--- config.mk ---
export PLATFORM = sky130hd
export DESIGN_NAME = lmc_top
export DESIGN_NICKNAME = d
export VERILOG_FILES = /design/src/rtl/lmc_pkg.sv /design/src/rtl/lmc_sync.sv /design/src/rtl/lmc_timer.sv /design/src/rtl/lmc_fsm.sv /design/src/rtl/lmc_top.sv
export SDC_FILE = /design/constraint.sdc
export NUM_CORES = 1
export LEC_CHECK = 0
export BUFFER_PORTS_ARGS = -buffer_cell sky130_fd_sc_hd__buf_2
export CELL_PAD_IN_SITES_DETAIL_PLACEMENT = 1
export CELL_PAD_IN_SITES_GLOBAL_PLACEMENT = 2
export CORE_ASPECT_RATIO = 2
export CORE_MARGIN = 5
export CORE_UTILIZATION = 35
export CTS_CLUSTER_DIAMETER = 30
export DETAILED_ROUTE_END_ITERATION = 10
export HOLD_SLACK_MARGIN = 0.05
export PLACE_DENSITY_LB_ADDON = 0.08
export SYNTH_ARGS = -nofsm -noshare
export SYNTH_HDL_FRONTEND = slang
export SYNTH_SLANG_ARGS = --single-unit
--- constraint.sdc ---
create_clock -name clk -period 2 [get_ports clk]
set_clock_uncertainty 0.15 [all_clocks]
set_input_delay 0 -clock clk [delete_from_list [all_inputs] [get_ports clk]]
set_output_delay 0 -clock clk [all_outputs]
set_load 0.02 [all_outputs]
--- src/rtl/lmc_pkg.sv ---
package lmc_pkg;
  typedef enum logic [2:0] {
    MD_OFF     = 3'd0,
    MD_SAFE    = 3'd1,
    MD_RUN     = 3'd2,
    MD_QUIET   = 3'd3,
    MD_DORMANT = 3'd4
  } mode_e;

  typedef enum logic {
    CAUSE_SUPPLY = 1'b0,
    CAUSE_WAKE   = 1'b1
  } cause_e;
endpackage

--- src/rtl/lmc_sync.sv ---
module lmc_sync #(
  parameter int W = 1
) (
  input  logic         clk,
  input  logic         rst,
  input  logic [W-1:0] d,
  output logic [W-1:0] q
);
  logic [W-1:0] meta;

  always_ff @(posedge clk) begin
    if (rst) begin
      meta <= '0;
      q    <= '0;
    end else begin
      meta <= d;
      q    <= meta;
    end
  end
endmodule

--- src/rtl/lmc_timer.sv ---
module lmc_timer #(
  parameter int CW   = 8,
  parameter int INIT = 0
) (
  input  logic          clk,
  input  logic          rst,
  input  logic          load,
  input  logic [CW-1:0] load_val,
  input  logic          tick,
  output logic          zero
);
  logic [CW-1:0] cnt;

  always_ff @(posedge clk) begin
    if (rst)
      cnt <= CW'(INIT);
    else if (load)
      cnt <= load_val;
    else if (tick && (cnt != '0))
      cnt <= cnt - 1'b1;
  end

  assign zero = (cnt == '0);
endmodule

--- src/rtl/lmc_fsm.sv ---
module lmc_fsm
  import lmc_pkg::*;
(
  input  logic clk,
  input  logic rst,
  input  logic vbat_on_s,
  input  logic vbat_low_s,
  input  logic uv_flt,
  input  logic en_s,
  input  logic txd_s,
  input  logic bus_s,
  input  logic wake_i,
  input  logic rst_zero,
  input  logic norm_zero,
  input  logic sel_zero,
  output logic rst_load,
  output logic norm_load,
  output logic sel_load,
  output logic reg_en_o,
  output logic rst_n_o,
  output logic tx_en_o,
  output logic term_en_o,
  output logic rxd_drv_o,
  output logic txd_oe_o,
  output logic txd_drv_o
);
  mode_e  state, state_nx;
  cause_e cause, cause_nx;
  logic   en_q;
  logic   win, win_nx;
  logic   go_run;
  logic   win_done;
  logic   powered;

  assign rst_load  = (state == MD_OFF) || (state == MD_DORMANT) || uv_flt;
  assign norm_load = !((state == MD_SAFE) || (state == MD_QUIET)) || !en_s ||
                     !rst_zero || uv_flt;
  assign sel_load  = (state == MD_RUN) && en_q && !en_s && !win;
  assign go_run    = en_s && norm_zero && rst_zero && !uv_flt && !norm_load;
  assign win_done  = win && !en_s && sel_zero;
  assign powered   = (state == MD_SAFE) || (state == MD_RUN) || (state == MD_QUIET);

  always_comb begin
    win_nx = win;
    if (state != MD_RUN)   win_nx = 1'b0;
    else if (sel_load)     win_nx = 1'b1;
    else if (win && en_s)  win_nx = 1'b0;
  end

  always_comb begin
    state_nx = state;
    cause_nx = cause;
    if (vbat_low_s) begin
      state_nx = MD_OFF;
    end else begin
      case (state)
        MD_OFF: begin
          if (vbat_on_s) begin
            state_nx = MD_SAFE;
            cause_nx = CAUSE_SUPPLY;
          end
        end
        MD_SAFE: begin
          if (go_run) state_nx = MD_RUN;
        end
        MD_RUN: begin
          if (uv_flt) begin
            state_nx = MD_SAFE;
            cause_nx = CAUSE_SUPPLY;
          end else if (win_done) begin
            state_nx = txd_s ? MD_QUIET : MD_DORMANT;
          end
        end
        MD_QUIET: begin
          if (uv_flt) begin
            state_nx = MD_SAFE;
            cause_nx = CAUSE_SUPPLY;
          end else if (wake_i) begin
            state_nx = MD_SAFE;
            cause_nx = CAUSE_WAKE;
          end else if (go_run) begin
            state_nx = MD_RUN;
          end
        end
        MD_DORMANT: begin
          if (wake_i) begin
            state_nx = MD_SAFE;
            cause_nx = CAUSE_WAKE;
          end
        end
        default: state_nx = MD_OFF;
      endcase
    end
  end

  always_ff @(posedge clk) begin
    if (rst) begin
      state <= MD_OFF;
      cause <= CAUSE_SUPPLY;
      en_q  <= 1'b0;
      win   <= 1'b0;
    end else begin
      state <= state_nx;
      cause <= cause_nx;
      en_q  <= en_s;
      win   <= win_nx;
    end
  end

  always_ff @(posedge clk) begin
    if (rst) begin
      reg_en_o  <= 1'b0;
      rst_n_o   <= 1'b0;
      tx_en_o   <= 1'b0;
      term_en_o <= 1'b0;
      rxd_drv_o <= 1'b0;
      txd_oe_o  <= 1'b0;
      txd_drv_o <= 1'b0;
    end else begin
      reg_en_o  <= powered;
      rst_n_o   <= powered && rst_zero && !uv_flt;
      tx_en_o   <= (state == MD_RUN) && !win;
      term_en_o <= (state == MD_SAFE) || (state == MD_RUN);
      txd_oe_o  <= (state == MD_SAFE);
      txd_drv_o <= (state == MD_SAFE) && (cause == CAUSE_SUPPLY);
      case (state)
        MD_RUN:   rxd_drv_o <= bus_s;
        MD_QUIET: rxd_drv_o <= 1'b1;
        default:  rxd_drv_o <= 1'b0;
      endcase
    end
  end

  assert_unpowered_R1: assert property (@(posedge clk) disable iff (rst)
    vbat_low_s |=> (state == MD_OFF));

  assert_reset_hold_R2: assert property (@(posedge clk) disable iff (rst)
    ((state == MD_SAFE) && !rst_zero) |=> (state != MD_RUN));

  assert_tx_only_run_R3: assert property (@(posedge clk) disable iff (rst)
    (state != MD_RUN) |=> !tx_en_o);

  assert_window_quiet_R4: assert property (@(posedge clk) disable iff (rst)
    win |=> !tx_en_o);

  assert_dormant_off_R5: assert property (@(posedge clk) disable iff (rst)
    (state == MD_DORMANT) |=> (!reg_en_o && !rst_n_o && !term_en_o));

  assert_uv_exit_R6: assert property (@(posedge clk) disable iff (rst)
    (uv_flt && !vbat_low_s && ((state == MD_RUN) || (state == MD_QUIET)))
      |=> (state == MD_SAFE));

  assert_safe_pins_R8: assert property (@(posedge clk) disable iff (rst)
    (state == MD_SAFE) |=> (txd_oe_o && !rxd_drv_o));

  assert_quiet_pins_R9: assert property (@(posedge clk) disable iff (rst)
    (state == MD_QUIET) |=> (rxd_drv_o && !txd_oe_o));
endmodule

--- src/rtl/lmc_top.sv ---
module lmc_top #(
  parameter int RST_CYC  = 1000000,
  parameter int NORM_CYC = 2500,
  parameter int SEL_CYC  = 800,
  parameter int DEB_CYC  = 1000
) (
  input  logic clk,
  input  logic rst,
  input  logic vbat_on_i,
  input  logic vbat_low_i,
  input  logic vcc_uv_i,
  input  logic en_i,
  input  logic txd_i,
  input  logic bus_rx_i,
  input  logic wake_i,
  output logic reg_en_o,
  output logic rst_n_o,
  output logic tx_en_o,
  output logic term_en_o,
  output logic rxd_drv_o,
  output logic txd_oe_o,
  output logic txd_drv_o
);
  localparam int RST_W  = $clog2(RST_CYC + 1);
  localparam int NORM_W = $clog2(NORM_CYC + 1);
  localparam int SEL_W  = $clog2(SEL_CYC + 1);
  localparam int DEB_W  = $clog2(DEB_CYC + 1);
  localparam int NSYNC  = 6;

  logic [NSYNC-1:0] pins_s;
  logic vbat_on_s, vbat_low_s, uv_s, en_s, txd_s, bus_s;
  logic deb_zero, uv_flt;
  logic rst_zero, norm_zero, sel_zero;
  logic rst_load, norm_load, sel_load;

  lmc_sync #(.W(NSYNC)) u_sync (
    .clk (clk),
    .rst (rst),
    .d   ({bus_rx_i, txd_i, en_i, vcc_uv_i, vbat_low_i, vbat_on_i}),
    .q   (pins_s)
  );

  assign {bus_s, txd_s, en_s, uv_s, vbat_low_s, vbat_on_s} = pins_s;

  lmc_timer #(.CW(DEB_W), .INIT(DEB_CYC)) u_deb (
    .clk (clk), .rst (rst), .load (!uv_s), .load_val (DEB_W'(DEB_CYC)),
    .tick (uv_s), .zero (deb_zero)
  );
  assign uv_flt = uv_s && deb_zero;

  lmc_timer #(.CW(RST_W), .INIT(RST_CYC)) u_rst_tmr (
    .clk (clk), .rst (rst), .load (rst_load), .load_val (RST_W'(RST_CYC)),
    .tick (1'b1), .zero (rst_zero)
  );

  lmc_timer #(.CW(NORM_W), .INIT(NORM_CYC)) u_norm_tmr (
    .clk (clk), .rst (rst), .load (norm_load), .load_val (NORM_W'(NORM_CYC)),
    .tick (1'b1), .zero (norm_zero)
  );

  lmc_timer #(.CW(SEL_W), .INIT(SEL_CYC)) u_sel_tmr (
    .clk (clk), .rst (rst), .load (sel_load), .load_val (SEL_W'(SEL_CYC)),
    .tick (1'b1), .zero (sel_zero)
  );

  lmc_fsm u_fsm (
    .clk        (clk),
    .rst        (rst),
    .vbat_on_s  (vbat_on_s),
    .vbat_low_s (vbat_low_s),
    .uv_flt     (uv_flt),
    .en_s       (en_s),
    .txd_s      (txd_s),
    .bus_s      (bus_s),
    .wake_i     (wake_i),
    .rst_zero   (rst_zero),
    .norm_zero  (norm_zero),
    .sel_zero   (sel_zero),
    .rst_load   (rst_load),
    .norm_load  (norm_load),
    .sel_load   (sel_load),
    .reg_en_o   (reg_en_o),
    .rst_n_o    (rst_n_o),
    .tx_en_o    (tx_en_o),
    .term_en_o  (term_en_o),
    .rxd_drv_o  (rxd_drv_o),
    .txd_oe_o   (txd_oe_o),
    .txd_drv_o  (txd_drv_o)
  );
endmodule

==> results of run 1 <==
[logic make-up after synthesis]
group / Yosys count / synth area share [%]
buffers and inverters: 24 / 2.74
AND/OR/NAND/NOR: 189 / 30.7
AO/OA/AOI/OAI: 57 / 11.4
XOR/XNOR: 31 / 7.71
adder cells (fa/ha/maj): 7 / 2.49
multiplexers: 4 / 1.17
flip-flops: 77 / 43.8
[area by class of cell]
class | instances | area, um2 | area share [%]
Multi-Input combinational cell | 288 | 1970 | 43.3
Sequential cell | 77 | 1540 | 33.9
Timing Repair Buffer | 67 | 500 | 11.0
Clock buffer | 13 | 250 | 5.51
Tap cell | 132 | 165 | 3.63
Clock inverter | 3 | 68.8 | 1.51
Inverter | 13 | 48.8 | 1.07
[how the worst min path moves through the flow]
| stage | startpoint | to | slack [ns] | cells after the start |
|---|---|---|---|---|
| 2_1_floorplan | vbat_on_i | u_sync.meta[0]$_SDFF_PP0_ | -0.02 | 1 |
| 3_3_place_gp | vbat_on_i | u_sync.meta[0]$_SDFF_PP0_ | 0.06 | 2 |
| 3_5_place_dp | vbat_on_i | u_sync.meta[0]$_SDFF_PP0_ | 0.07 | 2 |
| 4_1_cts | u_sync.meta[3]$_SDFF_PP0_ | u_sync.q[3]$_SDFF_PP0_ | 0.29 | 1 |
| 5_1_grt | u_sync.meta[3]$_SDFF_PP0_ | u_sync.q[3]$_SDFF_PP0_ | 0.30 | 1 |
| 6_report | u_sync.meta[3]$_SDFF_PP0_ | u_sync.q[3]$_SDFF_PP0_ | 0.28 | 1 |
[through the flow]
stage	hold WS (ns)	instance area [um2]
finish	0.283	4540
global placement	0.0586	3990
global route	0.296	4540
CTS	0.288	4460
detailed placement	0.0659	3990
floorplan	-0.0218	3520
[cell usage in the layout, fill, tap and decap left out, types with 4 or more instances in the layout]
cell type / instances
sky130_fd_sc_hd__dfxtp_1: 77
sky130_fd_sc_hd__nor2_1: 58
sky130_fd_sc_hd__buf_4: 38
sky130_fd_sc_hd__nand2_1: 34
sky130_fd_sc_hd__xor2_1: 25
sky130_fd_sc_hd__nor3_1: 15
sky130_fd_sc_hd__buf_2: 15
sky130_fd_sc_hd__dlygate4sd3_1: 14
sky130_fd_sc_hd__a21oi_1: 13
sky130_fd_sc_hd__nor2b_1: 13
sky130_fd_sc_hd__inv_1: 11
sky130_fd_sc_hd__o21ai_0: 10
sky130_fd_sc_hd__nand3_1: 9
sky130_fd_sc_hd__clkbuf_16: 9
sky130_fd_sc_hd__nand2b_1: 6
sky130_fd_sc_hd__xnor2_1: 6
sky130_fd_sc_hd__and3_1: 6
sky130_fd_sc_hd__ha_1: 6
sky130_fd_sc_hd__nor4_1: 5
sky130_fd_sc_hd__nor4_4: 5
sky130_fd_sc_hd__and2_1: 4
sky130_fd_sc_hd__a211o_1: 4
sky130_fd_sc_hd__nand4_1: 4
[worst max-delay path, cell delays in order (launching register included)]
cell	delay [ns]
sky130_fd_sc_hd__dfxtp_1	0.36
sky130_fd_sc_hd__nor4_2	0.28
sky130_fd_sc_hd__buf_4	0.16
sky130_fd_sc_hd__nand3_2	0.14
sky130_fd_sc_hd__buf_4	0.22
sky130_fd_sc_hd__o2111ai_1	0.23
sky130_fd_sc_hd__xor2_1	0.17
sky130_fd_sc_hd__nand2_1	0.07
[flip-flops by register name (all words and copies together) (netlist names)]
name	cells
u_fsm.rst_n_o	1
u_norm_tmr.cnt	12
u_fsm.win	1
u_fsm.rxd_drv_o	1
u_fsm.en_q	1
u_fsm.state	3
u_fsm.txd_oe_o	1
u_deb.cnt	10
u_fsm.term_en_o	1
u_sync.meta	6
u_fsm.tx_en_o	1
u_sync.q	6
u_rst_tmr.cnt	20
u_fsm.reg_en_o	1
u_sel_tmr.cnt	10
u_fsm.cause	1
u_fsm.txd_drv_o	1
[repair_timing]
action,CTS,global route
gates cloned,0,0
setup endpoints to repair,5,34
pin swaps,0,7
buffers inserted,0,2
gates resized for setup,2,13
hold buffers,14,0
hold endpoints to repair,17,0
[power breakdown]
group / switching (mW) / total (mW) / internal, mW
registers: 0.0479 / 1.63 / 1.58
logic: 0.129 / 0.261 / 0.132
clock network: 0.627 / 1.76 / 1.13
[per-layer routing]
metal	vias up	share of wire (%)	track usage (%)
met5	-	0	0
met4	0	2.0	6.93
met3	12	1.8	3.79
met2	27	55	28.2
met1	1426	41	15.7
li1	1494	-	-
==> impl_metrics.tcl, run 1 <==
set metrics [dict create \
    status "finished clean" \
    clk_latency_ns 0.33 \
    remaining_drc_errors 0 \
    number_of_fill_cells_in_the_layout 1185 \
    detail_route.vias_per_cell 4.99 \
    synth.most_common_cell "sky130_fd_sc_hd__dfxtp_1" \
    floorplan.die.width_um 80.9 \
    cp_data_required_time_ns 2.08 \
    worst_flop_to_flop_path_startpoint "u_rst_tmr.cnt[12]$_SDFFE_PP0P_" \
    critPathKind "reg2reg" \
    yosysWarningCount 0 \
    maximum_ir_drop_on_the_vdd_rail_v 0.000550 \
    synthCells 389 \
    cts.path.max_buffers 2 \
    dr_total_vias 2959 \
    netlist.area_leader.share_pct 43.8 \
    stdcell_count 593 \
    design_power_total_mw 3.65 \
    cts_root_buffer "sky130_fd_sc_hd__clkbuf_16" \
    worst-endpoint-arrival_ns 1.96 \
    gr_util_all_layers_pct 15.4 \
    die_height_um 152 \
    finalCritPeriodShare_pct 93.9 \
    detail-route-antenna-nets 0 \
    max_freq_mhz 533 \
    final_sum_of_negative_setup_slack_ns 0 \
    ys_top_cells_by_area "sky130_fd_sc_hd__dfxtp_1, sky130_fd_sc_hd__xor2_1, sky130_fd_sc_hd__nor2_1" \
    timing_max_transition_violations_final 0 \
    place.detailed.hpwl_mm 6.36 \
    drt-pass1-iter-count 4 \
    final_critical_path_setup_slack_ns 0.123 \
    place.port_buffers 15 \
    pwr_density_cell_nw_per_um2 803 \
    critPathCaptureType "flop" \
    yosys.area.top_type "sky130_fd_sc_hd__dfxtp_1" \
    grt_first_pass_wirelength_mm 14.7 \
    grt_remaining_overflow 0 \
    start_util_pct 35.8 \
    cts_max_level 3 \
    clock-sinks 77 \
    fin_nets 472 \
    tritoncts_clock_tree "done" \
    path_max_fanout 7 \
    final_core_utilization_pct 46.2 \
    grt_start_max_net_pins 28 \
    max_cap_violations 0 \
    synth-seq-area-share_pct 43.8 \
    rr_endpoint "u_rst_tmr.cnt[14]$_SDFFE_PP1P_" \
    cts.clk_slew.worst_paths_ns 0.06 \
    timing.critical_path.to "u_rst_tmr.cnt[14]$_SDFFE_PP1P_" \
    mappedNetlistNets 405 \
    post_synth_most_frequent_cells "sky130_fd_sc_hd__dfxtp_1, sky130_fd_sc_hd__nor2_1, sky130_fd_sc_hd__nand2_1, sky130_fd_sc_hd__xor2_1, sky130_fd_sc_hd__nor3_1" \
    number_of_antenna_violations_at_the_first_check_in_global_routing 0 \
    syn_avg_cell_area_um2 9.05 \
    setup_viol_count_final 0 \
    drive_above_1_share_pct 20.8 \
    areaGrowthSynthToFinish_pct 29.0 \
    drt-initial-drc-count 79 \
    leakagePower_nw 1.71 \
    edff_count_synth 0 \
    async_reset_ff_share_pct 0 \
    synth-main-ff-cell "sky130_fd_sc_hd__dfxtp_1" \
    setup.worst_path.start "u_rst_tmr.cnt[12]$_SDFFE_PP0P_" \
    worst-r2r-setup-slack_ns 0.12 \
    placeable_core_region_um2 9830 \
    floorplan.die_area_um2 12300 \
    grt_pass1_vias 3187 \
    syn_area_um2 3520 \
    final.min_clock_period_ns 1.88 \
    dpl_worst_slack_ns -0.0903 \
    totalWireLength_mm 8.79 \
    max_slew.worst_pin.slew_ns 0.519 \
    ioPinCount 16 \
    detail_route.wl_per_cell_um 14.8 \
    holdCritPathClass "reg2reg" \
    rr_worst_depth 7 \
    placed_cells_incl_taps 561 \
    cts-buffers-inserted 9 \
    gp_congestion 0.764 \
    floorplan.rows 51 \
    timing.critical_path.from_type "flop" \
    synth_cell_type_count 60 \
    hold_violations 0 \
    synth_seq_cells 77 \
    diodes 0 \
    timing.max_slew.rel_slack_pct 65.4 \
]
Power figures use the tool's default switching activity.
==> run 2: changes to the inputs <==
--- a/config.mk
+++ b/config.mk
@@ -5,12 +5,14 @@
 export SDC_FILE = /design/constraint.sdc
 export NUM_CORES = 1
 export LEC_CHECK = 0
+export ABC_AREA = 0
 export BUFFER_PORTS_ARGS = -buffer_cell sky130_fd_sc_hd__buf_2
 export CELL_PAD_IN_SITES_DETAIL_PLACEMENT = 1
 export CELL_PAD_IN_SITES_GLOBAL_PLACEMENT = 2
 export CORE_ASPECT_RATIO = 2
 export CORE_MARGIN = 5
-export CORE_UTILIZATION = 35
+export CORE_UTILIZATION = 37
+export CTS_BUF_LIST = sky130_fd_sc_hd__clkbuf_4
 export CTS_CLUSTER_DIAMETER = 30
 export DETAILED_ROUTE_END_ITERATION = 10
 export HOLD_SLACK_MARGIN = 0.05
==> constraint.sdc (replaced) <==
create_clock -name clk -period 1.8 [get_ports clk]
set_clock_uncertainty 0.15 [all_clocks]
set_input_delay 0 -clock clk [delete_from_list [all_inputs] [get_ports clk]]
set_output_delay 0 -clock clk [all_outputs]
set_load 0.02 [all_outputs]
==> run 2 against run 1 <==
Effect of this change:
- the run now ends with negative setup slack left
- sequential share of layout area is 2.5 points lower
- flip-flop and latch count stayed put
- final cell count is 2.5% higher
- via count is 8.5% higher
- worst hold slack better by 0.018 ns
- total power is 8.9% lower
- global-route usage is 1.6 points higher
- count of clock-buffer cells in the layout is 4 lower
- largest power group is now registers
==> impl_metrics.tcl, run 2 (synthesized netlist as in run 1, its figures left out) <==
set metrics [dict create \
    status "complete, but fails checks" \
    violations_in_the_final_reports "negative setup slack" \
    final_critical_path_setup_slack_ns -0.0517 \
    internal-power_mw 2.48 \
    start_util_pct 37.8 \
    number_of_fill_cells_in_the_layout 1076 \
    timing_max_transition_violations_final 0 \
    p_sw_share_pct 25.2 \
    clock-sinks 77 \
    ioPinCount 16 \
    final.min_clock_period_ns 1.85 \
    combPwrFrac_pct 10.1 \
    timing.max_slew.rel_slack_pct 67.6 \
    path_max_fanout 7 \
    worst_path_largest_cell_delay_ns 0.38 \
    detail_route.vias_per_cell 5.28 \
    biggestRegsByFlops "u_rst_tmr.cnt: 20 flops, u_norm_tmr.cnt: 12 flops" \
    remaining_drc_errors 0 \
    floorplan.die_area_um2 11700 \
    rsz_0062_raised_after_global_routing "true" \
    setup_viol_count_final 12 \
    final-seq-area_um2 1550 \
    met1_length_mm 3.39 \
    gr_util_all_layers_pct 17.0 \
    cts.path.max_buffers 2 \
    detail_route.wl_per_cell_um 15.7 \
    detail-route-antenna-nets 0 \
    hold_violations 0 \
    cts_root_buffer "sky130_fd_sc_hd__clkbuf_4" \
    die_height_um 148 \
    grt_start_max_net_pins 18 \
    max_cap_violations 0 \
    multi_input_area_um2 2180 \
    tritoncts_clock_tree "done" \
    gp_congestion 0.814 \
    path_delay_family "simple AND/OR/NAND/NOR gates" \
    leakagePower_nw 1.91 \
    place.port_buffers 15 \
    largest-register "u_rst_tmr.cnt" \
    final_cell_mix "sky130_fd_sc_hd__dfxtp_1, sky130_fd_sc_hd__buf_4, sky130_fd_sc_hd__nor2_1" \
    critPathCaptureType "flop" \
    totalWireLength_mm 9.54 \
    worst-r2r-setup-slack_ns -0.05 \
    worst-endpoint-arrival_ns 2.07 \
    maxUsedRoutingLayer "met4" \
    pwr_density_cell_nw_per_um2 671 \
    power.clock.fraction_pct 35.6 \
    cp_data_required_time_ns 2.01 \
    total_switching_power_mw 0.838 \
    drt-pass1-iter-count 4 \
    worst-path-buf-inv 1 \
    number_of_antenna_violations_at_the_first_check_in_global_routing 1 \
    drt-initial-drc-count 74 \
    holdCritPathClass "reg2reg" \
    max_freq_mhz 540 \
    cts-buffers-inserted 9 \
    layout_commonest_cell "sky130_fd_sc_hd__dfxtp_1" \
    met3_wirelength_um 242 \
    grt_remaining_overflow 0 \
    finalCritPeriodShare_pct 103 \
    clk_latency_ns 0.43 \
    cts_max_level 3 \
    fin_nets 515 \
    placeable_core_region_um2 9320 \
    slowest_stage "sky130_fd_sc_hd__dfxtp_4" \
    pwr-share-seq_pct 54.3 \
    timing.critical_path.from_type "flop" \
    floorplan.die.width_um 79.0 \
    drive_above_1_share_pct 37.8 \
    placed_cells_incl_taps 565 \
    place.detailed.hpwl_mm 6.75 \
    max_slew.worst_pin.slew_ns 0.485 \
    critPathKind "reg2reg" \
    cts.clk_slew.worst_paths_ns 0.13 \
    grt_first_pass_wirelength_mm 15.7 \
    areaGrowthSynthToFinish_pct 40.6 \
    dr_total_vias 3210 \
    grt_pass1_vias 3482 \
    maximum_ir_drop_on_the_vdd_rail_v 0.000564 \
    largest_register_ff_count 20 \
    met2_wirelength_mm 5.70 \
    worstPathCellList "nor4_4 -> buf_4 -> nand3_4 -> nand4b_4 -> o41a_1 -> o2bb2ai_2" \
    stdcell_count 608 \
    floorplan.rows 50 \
    dpl_worst_slack_ns -0.139 \
]
==> run 2: path summary, 6_finish.rpt <==
kind,startpoint,endpoint,cells past startpoint
max reg2reg,u_rst_tmr.cnt[5]$_SDFFE_PP0P_,u_fsm.state[1]$_SDFFE_PP0P_,6
max,u_rst_tmr.cnt[5]$_SDFFE_PP0P_,u_fsm.state[1]$_SDFFE_PP0P_,6
min,u_sync.meta[2]$_SDFF_PP0_,u_sync.q[2]$_SDFF_PP0_,1
min reg2reg,u_sync.meta[2]$_SDFF_PP0_,u_sync.q[2]$_SDFF_PP0_,1
==> run 2: power by group through the flow <==
stage | clock, mW | sequential [mW] | combinational [mW]
finish | 1.18 | 1.80 | 0.336
CTS | 1.23 | 1.80 | 0.320
global placement | 0 | 1.84 | 0.277
global route | 1.31 | 1.81 | 0.374
floorplan | 0 | 1.83 | 0.181
detailed placement | 0 | 1.84 | 0.284
==> run 2: routing by layer <==
metal / global-route usage (%) / vias to the layer above
met1: 15.9 / 1564
met3: 3.90 / 17
met2: 33.7 / 44
li1: - / 1585
met4: 6.71 / 0
met5: 0 / -
==> run 2: through the flow <==
step	setup TNS, ns	hold WS (ns)	power (mW)	cell area, um2	utilization, %
3_5_place_dp	-2.93	0.0660	2.12	4240	45.5
4_1_cts	-0.400	0.274	3.35	4680	50.2
6_report	-0.214	0.302	3.32	4950	53.1
3_3_place_gp	-2.01	0.0598	2.12	4240	45.5
5_1_grt	-2.61	0.293	3.50	4950	53.1
2_1_floorplan	-0.106	-0.0218	2.02	3560	-
==> run 2: timing repair <==
action,4_1_cts,5_1_grt
setup buffers,7,6
hold buffers,14,0
hold endpoints to repair,41,0
gates resized for setup,27,53
setup endpoints to repair,36,42
gates cloned,0,1
pin swaps,14,30
==> run 2: cell type report <==
cell class / count / share of cell area (%)
multi-input combinational: 288 / 44.1
sequential: 77 / 31.4
clock inverter: 6 / 1.79
antenna: 1 / 0.0505
inverter: 13 / 0.985
timing repair buffer: 110 / 17.7
tap: 104 / 2.63
clock buffer: 9 / 1.36
==> run 2: worst reg2reg max path: cells and delay by family, from the launching register on <==
kind,cells,cell delay [ns]
AOI/OAI and AO/OA,2,0.47
buffers and inverters,1,0.19
DFF,1,0.38
and+or+nand+nor,3,0.60
